===== src/rtl/sbc_pkg.sv =====
`timescale 1ns/1ps
package sbc_pkg;

  // Width of a counter that must hold every value 0..max_val.
  function automatic int unsigned cnt_width(input int unsigned max_val);
    int unsigned w;
    w = $clog2(max_val + 1);
    if (w < 1) w = 1;
    return w;
  endfunction

endpackage


===== src/rtl/sbc_store_ptr.sv =====
`timescale 1ns/1ps
// One-hot slot pointer: up on arrival, down on forward, unchanged on both.
module sbc_store_ptr #(
  parameter int unsigned SLOTS = 4
) (
  input  logic             clk,
  input  logic             rst_n,
  input  logic             arrive_i,
  input  logic             depart_i,
  output logic [SLOTS:0]   ptr_o,
  output logic [SLOTS:0]   ptr_next_o
);

  localparam int unsigned LINES = SLOTS + 1;

  logic [SLOTS:0] ptr_q;
  logic [SLOTS:0] ptr_d;
  logic [SLOTS:0] ptr_up;
  logic [SLOTS:0] ptr_down;
  logic           ptr_en;

  always_comb begin
    if (ptr_q == '0) begin
      ptr_up = LINES'(1);
    end else if (ptr_q[SLOTS]) begin
      ptr_up = ptr_q;
    end else begin
      ptr_up = ptr_q << 1;
    end
    ptr_down = ptr_q >> 1;
  end

  always_comb begin
    ptr_en = arrive_i ^ depart_i;
    ptr_d  = ptr_q;
    if (arrive_i && !depart_i) begin
      ptr_d = ptr_up;
    end else if (depart_i && !arrive_i) begin
      ptr_d = ptr_down;
    end
  end

  always_ff @(posedge clk or negedge rst_n) begin
    if (!rst_n) begin
      ptr_q <= '0;
    end else if (ptr_en) begin
      ptr_q <= ptr_d;
    end
  end

  assign ptr_o      = ptr_q;
  assign ptr_next_o = ptr_d;

endmodule


===== src/rtl/sbc_age_track.sv =====
`timescale 1ns/1ps
// Residence age per slot; ages move with the packets on a forward.
module sbc_age_track #(
  parameter int unsigned SLOTS     = 4,
  parameter int unsigned SLOT_TIME = 8
) (
  input  logic             clk,
  input  logic             rst_n,
  input  logic             arrive_i,
  input  logic             depart_i,
  input  logic [SLOTS:0]   ptr_i,
  input  logic [SLOTS:0]   ptr_next_i,
  output logic             head_ready_o
);

  localparam int unsigned AW = sbc_pkg::cnt_width(SLOT_TIME);
  localparam logic [AW-1:0] AGE_MAX = AW'(SLOT_TIME);

  logic [AW-1:0] age_q [SLOTS];
  logic [AW-1:0] age_d [SLOTS];
  logic [SLOTS-1:0] age_en;

  for (genvar k = 0; k < SLOTS; k++) begin : g_slot
    logic [AW-1:0] shift_in;
    logic [AW-1:0] base;
    logic          occ_next;
    logic          lands;

    if (k == SLOTS - 1) begin : g_top
      assign shift_in = '0;
    end else begin : g_mid
      assign shift_in = age_q[k+1];
    end

    always_comb begin
      base     = depart_i ? shift_in : age_q[k];
      occ_next = |ptr_next_i[SLOTS:k];
      lands    = arrive_i && ptr_next_i[k];
      if (!occ_next || lands) begin
        age_d[k] = '0;
      end else if (base == AGE_MAX) begin
        age_d[k] = base;
      end else begin
        age_d[k] = base + AW'(1);
      end
      age_en[k] = occ_next || (age_q[k] != '0);
    end

    always_ff @(posedge clk or negedge rst_n) begin
      if (!rst_n) begin
        age_q[k] <= '0;
      end else if (age_en[k]) begin
        age_q[k] <= age_d[k];
      end
    end
  end

  assign head_ready_o = (|ptr_i) && (age_q[0] == AGE_MAX);

endmodule


===== src/rtl/sbc_fwd_timer.sv =====
`timescale 1ns/1ps
// Forward window: high for SLOT_TIME cycles after each start.
module sbc_fwd_timer #(
  parameter int unsigned SLOT_TIME = 8
) (
  input  logic clk,
  input  logic rst_n,
  input  logic fire_i,
  output logic active_o
);

  localparam int unsigned CW = sbc_pkg::cnt_width(SLOT_TIME);
  localparam logic [CW-1:0] LOAD = CW'(SLOT_TIME);

  logic [CW-1:0] cnt_q;
  logic [CW-1:0] cnt_d;
  logic          cnt_en;

  always_comb begin
    cnt_en = fire_i || (cnt_q != '0);
    if (fire_i) begin
      cnt_d = LOAD;
    end else begin
      cnt_d = cnt_q - CW'(1);
    end
  end

  always_ff @(posedge clk or negedge rst_n) begin
    if (!rst_n) begin
      cnt_q <= '0;
    end else if (cnt_en) begin
      cnt_q <= cnt_d;
    end
  end

  assign active_o = (cnt_q != '0);

endmodule


===== src/rtl/slot_buf_ctrl.sv =====
`timescale 1ns/1ps
module slot_buf_ctrl #(
  parameter int unsigned SLOTS     = 4,
  parameter int unsigned SLOT_TIME = 8,
  parameter int unsigned MODULES   = 3
) (
  input  logic               clk,
  input  logic               rst_n,
  input  logic               sop_i,
  input  logic               eop_i,
  input  logic [MODULES-2:0] peer_busy_i,
  output logic [SLOTS:0]     store_o,
  output logic               fwd_o,
  output logic               busy_o
);

  logic [SLOTS:0] ptr;
  logic [SLOTS:0] ptr_next;
  logic           head_ready;
  logic           fwd_active;
  logic           fwd_fire;
  logic           arrive;

  // Arrival event from the start-of-packet pulse; eop_i is not used.
  assign arrive   = sop_i;
  assign fwd_fire = head_ready && !fwd_active && !(|peer_busy_i);

  sbc_store_ptr #(.SLOTS(SLOTS)) u_ptr (
    .clk        (clk),
    .rst_n      (rst_n),
    .arrive_i   (arrive),
    .depart_i   (fwd_fire),
    .ptr_o      (ptr),
    .ptr_next_o (ptr_next)
  );

  sbc_age_track #(.SLOTS(SLOTS), .SLOT_TIME(SLOT_TIME)) u_age (
    .clk          (clk),
    .rst_n        (rst_n),
    .arrive_i     (arrive),
    .depart_i     (fwd_fire),
    .ptr_i        (ptr),
    .ptr_next_i   (ptr_next),
    .head_ready_o (head_ready)
  );

  sbc_fwd_timer #(.SLOT_TIME(SLOT_TIME)) u_fwd (
    .clk      (clk),
    .rst_n    (rst_n),
    .fire_i   (fwd_fire),
    .active_o (fwd_active)
  );

  assign store_o = ptr;
  assign fwd_o   = fwd_active;
  assign busy_o  = fwd_active;

endmodule


===== config.mk =====
export PLATFORM = sky130hd
export DESIGN_NAME = slot_buf_ctrl
export DESIGN_NICKNAME = d
export VERILOG_FILES = /design/src/rtl/sbc_pkg.sv /design/src/rtl/sbc_store_ptr.sv /design/src/rtl/sbc_age_track.sv /design/src/rtl/sbc_fwd_timer.sv /design/src/rtl/slot_buf_ctrl.sv
export SDC_FILE = /design/constraint.sdc
export NUM_CORES = 1
export LEC_CHECK = 0
export ABC_AREA = 1
export CAP_MARGIN = 10
export CORE_UTILIZATION = 26
export DETAILED_ROUTE_END_ITERATION = 10
export GPL_ROUTABILITY_DRIVEN = 0
export SLEW_MARGIN = 40
export SYNTH_ARGS = -nofsm -noshare
export SYNTH_HDL_FRONTEND = slang
export SYNTH_SLANG_ARGS = --single-unit
export TNS_END_PERCENT = 30

===== constraint.sdc =====
create_clock -name clk -period 5.3 [get_ports clk]
set_input_delay 0.53 -clock clk [delete_from_list [all_inputs] [get_ports clk]]
set_output_delay 0.53 -clock clk [all_outputs]
set_load 0.005 [all_outputs]

==> flow_summary.toml, run 1 <==
[synth]
yosysWarnings = 0
yosysUniqueCellTypes = 34
synthFlopType = "dfrtp_1"
synth_top_family_by_area = "simple AND/OR/NAND/NOR gates"
synth_nets = 266
synthMuxAreaShare = 0
synthCells = 248
postSynthAreaPerCell_sq_um = 8.15
yosys.area_share.simple = 0.370
synthArstFlopShare = 1.00
synth-edff-count = 0
synth_compound_area_frac = 0.0991
synth-seq-cells = 25
synth_xor_area_frac = 0.0291
syn_area_sq_um = 2020
yosysSeqAreaShare = 0.310
synthAdderAreaFrac = 0.0743

[outcome]
status = "finished, final reports clean"

[setup_path]
critPathBufInv = 2
end_kind = "flip-flop"
setup.worst_path.end = "u_age.g_slot[1].shift_in[3]$_DFFE_PN0P_"
worstSetupStartpoint = "peer_busy_i[1]"
critical_path_class = "in -> reg"
reg2reg_depth = 12
crit_path_max_incr_delay_ns = 0.48
critPathTopFamily = "simple AND/OR/NAND/NOR gates"
cp_max_fo = 22
cp_cell_sequence = "clkdlybuf4s50_1 -> nor2_1 -> nand2_1 -> nor2_4 -> nand3_4 -> ha_1 -> inv_1 -> a21oi_1 -> a21oi_1 -> nand2_1 -> o21ai_0 -> nor2_1"
worstPathArrival_ns = 3.39
start_kind = "primary input"
worstReg2RegEnd = "u_age.g_slot[1].shift_in[3]$_DFFE_PN0P_"
r2r-start = "u_fwd.cnt_q[0]$_DFFE_PN0P_"
regToRegSetupSlack_ns = 2.24
cp.depth = 12
required_ns = 5.44
slowest_stage = "ha_1"

[clock_network]
clock_path_buffers = 2
cts_buffers = 3
cts_setup_buffers = 0
hold_buffers = 0
clk_latency_ns = 0.27
path_clk_slew_ns = 0.09
clock-sinks = 25
cts_tree = "yes"
clockRootBuffer = "clkbuf_8"
ctsHtreeMaxLevel = 1
cts-resized-gates = 0

[finish]
multi_input_area_sq_um = 1160
area.sequential_sq_um = 626
final_common_cell = "nand2_1"
fin_nets = 275
n_antenna_cell = 0
mostFrequentLayoutCells = "49 x nand2_1, 35 x inv_1, 25 x dfrtp_1"
areaGrowthSynthToFinish_pct = 10.0
drive_gt1_frac = 0.180
fillers = 808
final_area_sq_um = 2220

[drt]
post_drt_wl_per_cell_microns = 10.4
postRouteAntennaNets = 0
vias = 1519
drtPass1Iterations = 4
drc = 0
wl_microns = 3700
viasPerCell = 4.28
drt-initial-drc-count = 51

[global_route]
busiest_layer = "met2"
grt_pass1_wl_microns = 6530
antenna_found_initial = 0
grt.overflow.total = 0
grtUsageMet1 = 0.122
use_met2 = 0.169
grt_pass1_vias = 1528
grt_usage = 0.0964
grt_start_max_net_pins = 26
grt_use_met3 = 0.0127

[sta]
slew_headroom = 0.618
rsz0062_at_grt = "false"
post-route-period-util = 0.613
finalHoldViolations = 0
setup_viol = 0
fin_crit_ns = 3.25
slew_violations = 0
fmax_mhz = 308
tns_ns = 0
fin_skew_ns = 0.00592
tightest_slew_ns = 0.567

[floorplan]
start_util = 0.274
dieArea_sq_um = 8130
die_x_microns = 90.2
core_sq_um = 7370
ios = 13
std_cell_rows = 31
die_height_microns = 90.2

[worst_hold_path]
hold_path.class = "reg -> reg"

[place]
place_area_sq_um = 2180
port_buffers = 11
hpwl_microns = 2760

[power_and_ir_drop]
ir_drop_v = 0.000113
p_leak_nw = 1.06
p_per_area_nw_per_um2 = 424

[job]
maxCapViolCount = 0
tightest hold or removal path, stage by stage, from the launching register on:
cell and delay, ns:
dfrtp_1 0.33, inv_1 0.06, nand2_1 0.06, o21ai_0 0.06
state kept, by name, summed over array words and instances (netlist names):
register	count
u_age.age_q	4
u_age.g_slot.shift_in	12
u_fwd.cnt_q	4
u_ptr.ptr_o	5
worst min-delay path by stage:
| stage | slack (ns) | depth (start not counted) | endpoint | startpoint |
|---|---|---|---|---|
| after global placement | 0.53 | 2 | u_fwd.cnt_q[1]$_DFFE_PN0P_ | u_fwd.cnt_q[1]$_DFFE_PN0P_ |
| after CTS | 0.56 | 3 | u_fwd.cnt_q[0]$_DFFE_PN0P_ | u_fwd.cnt_q[0]$_DFFE_PN0P_ |
| after detailed placement | 0.55 | 3 | u_fwd.cnt_q[0]$_DFFE_PN0P_ | u_fwd.cnt_q[0]$_DFFE_PN0P_ |
| after floorplan | 0.23 | 0 | u_age.age_q[12]$_DFFE_PN0P_ | rst_n |
| final | 0.55 | 3 | u_fwd.cnt_q[0]$_DFFE_PN0P_ | u_fwd.cnt_q[0]$_DFFE_PN0P_ |
| after global routing | 0.58 | 3 | u_fwd.cnt_q[0]$_DFFE_PN0P_ | u_fwd.cnt_q[0]$_DFFE_PN0P_ |
cells in the mapped netlist (2+ instances only):
cell / number / area share
nand2_1: 49 / 0.091
inv_1: 35 / 0.065
dfrtp_1: 25 / 0.31
nor2_1: 22 / 0.041
nand4_1: 16 / 0.050
nand2_4: 13 / 0.072
o21ai_0: 13 / 0.032
ha_1: 12 / 0.074
nand3_1: 9 / 0.022
a21oi_1: 6 / 0.015
inv_2: 6 / 0.011
buf_6: 4 / 0.022
nand2_2: 4 / 0.012
o21ai_1: 4 / 0.0099
nand3_2: 3 / 0.015
buf_4: 2 / 0.0074
nand3_4: 2 / 0.017
nor2_2: 2 / 0.0062
nor2_4: 2 / 0.011
nor2_8: 2 / 0.020
o211ai_1: 2 / 0.0074
xor2_1: 2 / 0.0087
xor2_2: 2 / 0.016
per-stage QoR:
stage	power (mW)	worst slack [ns]	utilization	std cells	hold WS [ns]
global route	1.04	1.72	0.302	355	0.579
detailed placement	0.834	1.73	0.296	351	0.545
CTS	0.955	2.01	0.302	355	0.560
floorplan	0.734	3.03	-	248	0.234
finish	0.942	2.05	0.302	355	0.552
global placement	0.823	1.73	0.296	351	0.529
routing by layer:
metal,part of all wire,vias to the layer above
met5,0,-
met1,0.49,687
met3,0.029,4
met4,0.010,0
met2,0.47,20
li1,-,808
power breakdown:
part	internal [mW]	total (mW)	switching, mW
Sequential	0.261	0.335	0.0737
Combinational	0.203	0.491	0.289
Clock	0.0538	0.116	0.0621
cell type report:
class,count,area share
multi-input combinational,174,0.521
inverter,41,0.0692
timing repair buffer,12,0.0529
sequential,25,0.281
clock buffer,4,0.0203
tap,99,0.0557
kinds of logic (layout without fill, tap and decap cells):
family          count (synthesis)  in the layout
simple gates                  126            126
buf+inv                        49             57
compound gates                 31             31
flops                          25             25
fa+ha+maj                      12             12
xor+xnor                        5              5
Power figures use the tool's default switching activity.
==> run 2, diff against run 1 <==
==> constraint.sdc (replaced) <==
create_clock -name clk -period 3.34 [get_ports clk]
set_input_delay 0.334 -clock clk [delete_from_list [all_inputs] [get_ports clk]]
set_output_delay 0.334 -clock clk [all_outputs]
set_load 0.005 [all_outputs]
==> run 2 against run 1 <==
Die area did not move. Sequential cell count unchanged. Wire length shrank 0.97%. Total power up 59%. Combinational power increased by 59%. First-iteration DRC count increased by 24%.
==> flow_summary.toml, run 2 (same netlist as run 1, synthesis figures left out) <==
[clock_network]
cts_setup_buffers = 0
clockRootBuffer = "clkbuf_8"
cts_tree = "yes"
clock-sinks = 25
cts_buffers = 3
clk_latency_ns = 0.27
clock_path_buffers = 2
cts-resized-gates = 0
ctsHtreeMaxLevel = 1
path_clk_slew_ns = 0.09
hold_buffers = 0

[floorplan]
ios = 13
std_cell_rows = 31
start_util = 0.274
die_x_microns = 90.2
dieArea_sq_um = 8130
core_sq_um = 7370
die_height_microns = 90.2

[drt]
viasPerCell = 4.32
post_drt_wl_per_cell_microns = 10.2
drc = 0
drtPass1Iterations = 5
drt-initial-drc-count = 63
wl_microns = 3660
postRouteAntennaNets = 0
vias = 1548

[sta]
tightest_slew_ns = 0.411
fmax_mhz = 398
finalHoldViolations = 0
slew_violations = 0
fin_crit_ns = 2.52
slew_headroom = 0.726
fin_skew_ns = 0.00657
tns_ns = 0
setup_viol = 0
rsz0062_at_grt = "false"
post-route-period-util = 0.753

[global_route]
grt_pass1_vias = 1510
grt.overflow.total = 0
antenna_found_initial = 0
grt_start_max_net_pins = 26
grt_pass1_wl_microns = 6590
grt_usage = 0.0976

[finish]
fin_util = 0.305
largest_reg_flops = 12
drive_gt1_frac = 0.193
n_antenna_cell = 0
final_common_cell = "nand2_1"
areaGrowthSynthToFinish_pct = 11.2
mostFrequentLayoutCells = "49 x nand2_1, 35 x inv_1, 25 x dfrtp_1"
fin_nets = 278
fillers = 803

[place]
hpwl_microns = 2850
port_buffers = 11

[setup_path]
worstPathArrival_ns = 2.69
required_ns = 3.52
cp_cell_sequence = "inv_1 -> ha_1 -> nand2_2 -> nor2_8 -> nand3_4 -> ha_1 -> inv_1 -> a21oi_1 -> a21oi_1 -> nand2_1 -> inv_1 -> nand2_1 -> o21ai_1 -> inv_1 -> nand2_1 -> nor2_1"
critical_path_class = "reg -> reg"
crit_path_max_incr_delay_ns = 0.37
crit_top_cell = "inv_1"
end_kind = "flip-flop"
start_kind = "flip-flop"
slowest_stage = "dfrtp_1"
cp_max_fo = 17
regToRegSetupSlack_ns = 0.82

[outcome]
status = "finished, final reports clean"

[power_and_ir_drop]
p_total_mw = 1.50
p_leak_nw = 1.07
ir_drop_v = 0.000215
p_per_area_nw_per_um2 = 667

[worst_hold_path]
hold_path.class = "in -> async"

[job]
maxCapViolCount = 0
-- run 2: cell count changes in the layout (fill, tap and decap cells not counted), sizes merged --
cell	previous run	this run
buf	1	4
clkbuf	4	3
clkinv	0	1
-- run 2: layout make-up --
cell class                 instances  area, sq um  share of cell area
clock buffer                       3         41.3              0.0184
clock inverter                     1         5.00             0.00223
inverter                          41          154              0.0685
multi-input combinational        174         1160               0.515
sequential                        25          626               0.278
tap                               99          124              0.0551
timing repair buffer              15          140              0.0624
-- run 2: metal layers --
layer | global-route usage | vias up | share of wire
met5 | 0 | - | 0
met4 | 0.0282 | 0 | 0.013
met3 | 0.0203 | 6 | 0.027
met2 | 0.172 | 16 | 0.49
met1 | 0.119 | 715 | 0.47
li1 | - | 811 | -
-- run 2: power by group --
part           internal, mW  switching, mW  leakage [nW]
Sequential            0.415          0.121         0.315
Combinational         0.325          0.454         0.732
Clock                0.0836          0.100        0.0255
-- run 2: worst paths after layout --
| kind | startpoint | end | cells after the start |
|---|---|---|---|
| max | u_fwd.cnt_q[0]$_DFFE_PN0P_ | u_age.g_slot[0].shift_in[3]$_DFFE_PN0P_ | 16 |
| min | rst_n | u_fwd.cnt_q[2]$_DFFE_PN0P_ | 2 |
| max reg2reg | u_fwd.cnt_q[0]$_DFFE_PN0P_ | u_age.g_slot[0].shift_in[3]$_DFFE_PN0P_ | 16 |
| min reg2reg | u_fwd.cnt_q[2]$_DFFE_PN0P_ | u_fwd.cnt_q[2]$_DFFE_PN0P_ | 3 |
| max in group asynchronous | rst_n | u_ptr.ptr_o[4]$_DFFE_PN0P_ | 2 |
| min in group clk | u_fwd.cnt_q[2]$_DFFE_PN0P_ | u_fwd.cnt_q[2]$_DFFE_PN0P_ | 3 |
-- run 2: through the flow --
stage | setup WS [ns] | instance area, sq um | hold slack (ns) | cells
2_1_floorplan | 1.07 | 2020 | 0.0384 | 248
3_3_place_gp | 0.781 | 2200 | 0.529 | 354
3_5_place_dp | 0.745 | 2200 | 0.542 | 354
4_1_cts | 0.810 | 2250 | 0.447 | 358
5_1_grt | 0.627 | 2250 | 0.477 | 358
6_report | 0.825 | 2250 | 0.432 | 358
-- run 2: critical path, delay by kind of cell (launching register included) --
kind | cells | cell delay [ns]
AO/OA/AOI/OAI | 3 | 0.43
adder cells (fa/ha/maj) | 2 | 0.52
flip-flops | 1 | 0.37
AND/OR/NAND/NOR | 7 | 0.74
buffers and inverters | 4 | 0.36
==> run 3, diff against run 2 <==
==> constraint.sdc (replaced) <==
create_clock -name clk -period 2.1 [get_ports clk]
set_input_delay 0.21 -clock clk [delete_from_list [all_inputs] [get_ports clk]]
set_output_delay 0.21 -clock clk [all_outputs]
set_load 0.005 [all_outputs]
==> run 3 against run 2 <==
Critical path depth down 2. Combinational power up 96%. Register-to-register slack worse by 0.75 ns. Wire length up 14%. Hold slack worse by 0.14 ns. Via count up 5.7%. Sequential power up 57%. Clock skew down 0.0040 ns. Design area up 15%. Die area unchanged. Non-clock buffer count up 27. Critical endpoint is now u_age.g_slot[2].shift_in[3]$_DFFE_PN0P_. Largest power group unchanged.
==> flow_summary.toml, run 3 (same netlist as run 1, synthesis figures left out) <==
[global_route]
grt_start_max_net_pins = 26
grt_pass1_vias = 1627
grt.overflow.total = 0
antenna_found_initial = 0
grt_pass1_wl_microns = 7160
grt_usage = 0.106

[drt]
post_drt_wl_per_cell_microns = 10.8
viasPerCell = 4.25
postRouteAntennaNets = 0
drtPass1Iterations = 4
wl_microns = 4180
drt-initial-drc-count = 60
vias = 1636
drc = 0

[setup_path]
cp_max_fo = 5
cp_cell_sequence = "inv_2 -> ha_4 -> nand2_4 -> nor2_8 -> nand3_4 -> inv_4 -> ha_4 -> a21oi_2 -> o21ai_1 -> nand2_1 -> buf_4 -> o21ai_4 -> o21bai_1 -> nor2_1"
critical_path_class = "reg -> reg"
r2r-start = "u_fwd.cnt_q[1]$_DFFE_PN0P_"
end_kind = "flip-flop"
critPathBufInv = 3
crit_top_cell = "ha_4"
regToRegSetupSlack_ns = 0.07
required_ns = 2.27
start_kind = "flip-flop"
worstPathArrival_ns = 2.20
cp.depth = 14
crit_path_max_incr_delay_ns = 0.38
critPathTopFamily = "simple AND/OR/NAND/NOR gates"
reg2reg_depth = 14
worstReg2RegEnd = "u_age.g_slot[2].shift_in[3]$_DFFE_PN0P_"
slowest_stage = "dfrtp_1"

[job]
maxCapViolCount = 0

[finish]
fin_nets = 305
final_common_cell = "nand2_1"
largest_reg_flops = 12
drive_gt1_frac = 0.353
fin_util = 0.350
mostFrequentLayoutCells = "44 x nand2_1, 29 x inv_1, 29 x buf_4"
n_antenna_cell = 0
areaGrowthSynthToFinish_pct = 27.8

[sta]
fmax_mhz = 493
tns_ns = 0
rsz0062_at_grt = "true"
tightest_slew_ns = 0.341
setup_slack_ns = 0.0732
fin_skew_ns = 0.00254
slew_violations = 0
post-route-period-util = 0.965
hold_ws_ns = 0.294
finalHoldViolations = 0
setup_viol = 0
slew_headroom = 0.772
fin_crit_ns = 2.03

[clock_network]
ctsHtreeMaxLevel = 1
hold_buffers = 0
path_clk_slew_ns = 0.09
clock-sinks = 25
clock_path_buffers = 2
cts_tree = "yes"
clk_latency_ns = 0.27
cts_buffers = 3
clockRootBuffer = "clkbuf_8"

[worst_hold_path]
hold_path.class = "in -> async"

[floorplan]
start_util = 0.274
std_cell_rows = 31
dieArea_sq_um = 8130
die_x_microns = 90.2
die_height_microns = 90.2
core_sq_um = 7370
ios = 13

[place]
port_buffers = 11
dp_slack_ns = -0.145
hpwl_microns = 3050

[power_and_ir_drop]
ir_drop_v = 0.000512
p_leak_nw = 1.22
p_per_area_nw_per_um2 = 1030

[outcome]
status = "finished, final reports clean"
run 3: changes by cell type in the layout (fill, tap and decap cells not counted), sizes merged:
cell	change
buf	+27
run 3: worst max path at each step:
stage | startpoint | endpoint | slack [ns]
6_report | u_fwd.cnt_q[1]$_DFFE_PN0P_ | u_age.g_slot[2].shift_in[3]$_DFFE_PN0P_ | 0.07
5_1_grt | u_fwd.cnt_q[0]$_DFFE_PN0P_ | u_age.age_q[14]$_DFFE_PN0P_ | -0.08
4_1_cts | u_fwd.cnt_q[1]$_DFFE_PN0P_ | u_age.g_slot[0].shift_in[3]$_DFFE_PN0P_ | 0.001
3_5_place_dp | peer_busy_i[1] | u_age.g_slot[0].shift_in[3]$_DFFE_PN0P_ | -0.15
3_3_place_gp | peer_busy_i[1] | u_age.g_slot[0].shift_in[3]$_DFFE_PN0P_ | -0.14
2_1_floorplan | u_fwd.cnt_q[1]$_DFFE_PN0P_ | u_age.g_slot[0].shift_in[3]$_DFFE_PN0P_ | 0.02
run 3: routing by layer:
layer | global-route usage | routed length (microns) | up-vias
met5 | 0 | 0 | -
met4 | 0.0161 | 36 | 0
li1 | - | - | 862
met1 | 0.126 | 1930 | 753
met2 | 0.198 | 2100 | 17
met3 | 0.0220 | 110 | 4
run 3: worst register-to-register path, cell delays in order (launching register included):
cell	delay, ns
dfrtp_1	0.38
inv_2	0.08
ha_4	0.15
nand2_4	0.06
nor2_8	0.11
nand3_4	0.13
inv_4	0.11
ha_4	0.18
a21oi_2	0.06
o21ai_1	0.07
nand2_1	0.09
buf_4	0.15
o21ai_4	0.16
o21bai_1	0.14
nor2_1	0.06
run 3: report_power, final:
| group | total [mW] | internal, mW | leakage, nW | switching [mW] |
|---|---|---|---|---|
| Combinational | 1.53 | 0.693 | 0.876 | 0.837 |
| Clock | 0.300 | 0.133 | 0.0255 | 0.167 |
| Sequential | 0.838 | 0.660 | 0.315 | 0.178 |
run 3: final cells by class:
class                           instances  area [sq um]
Clock buffer                            3          41.3
Clock inverter                          1          5.00
Fill cell                             798          4790
Inverter                               41           156
Multi-Input combinational cell        174          1280
Sequential cell                        25           626
Tap cell                               99           124
Timing Repair Buffer                   42           350
run 3: what timing repair did:
action                     4_1_cts  5_1_grt
cloned                           0        0
setup endpoints to repair        3       17
resized for setup                2       22
pin swaps                        0       19
buffers inserted                 0        5
run 3: stage by stage:
stage	power, mW	area [sq um]	instances
after floorplan	1.90	2080	248
after global placement	2.28	2430	377
after detailed placement	2.31	2430	377
after CTS	2.64	2480	381
after global routing	2.95	2580	385
final	2.67	2580	385
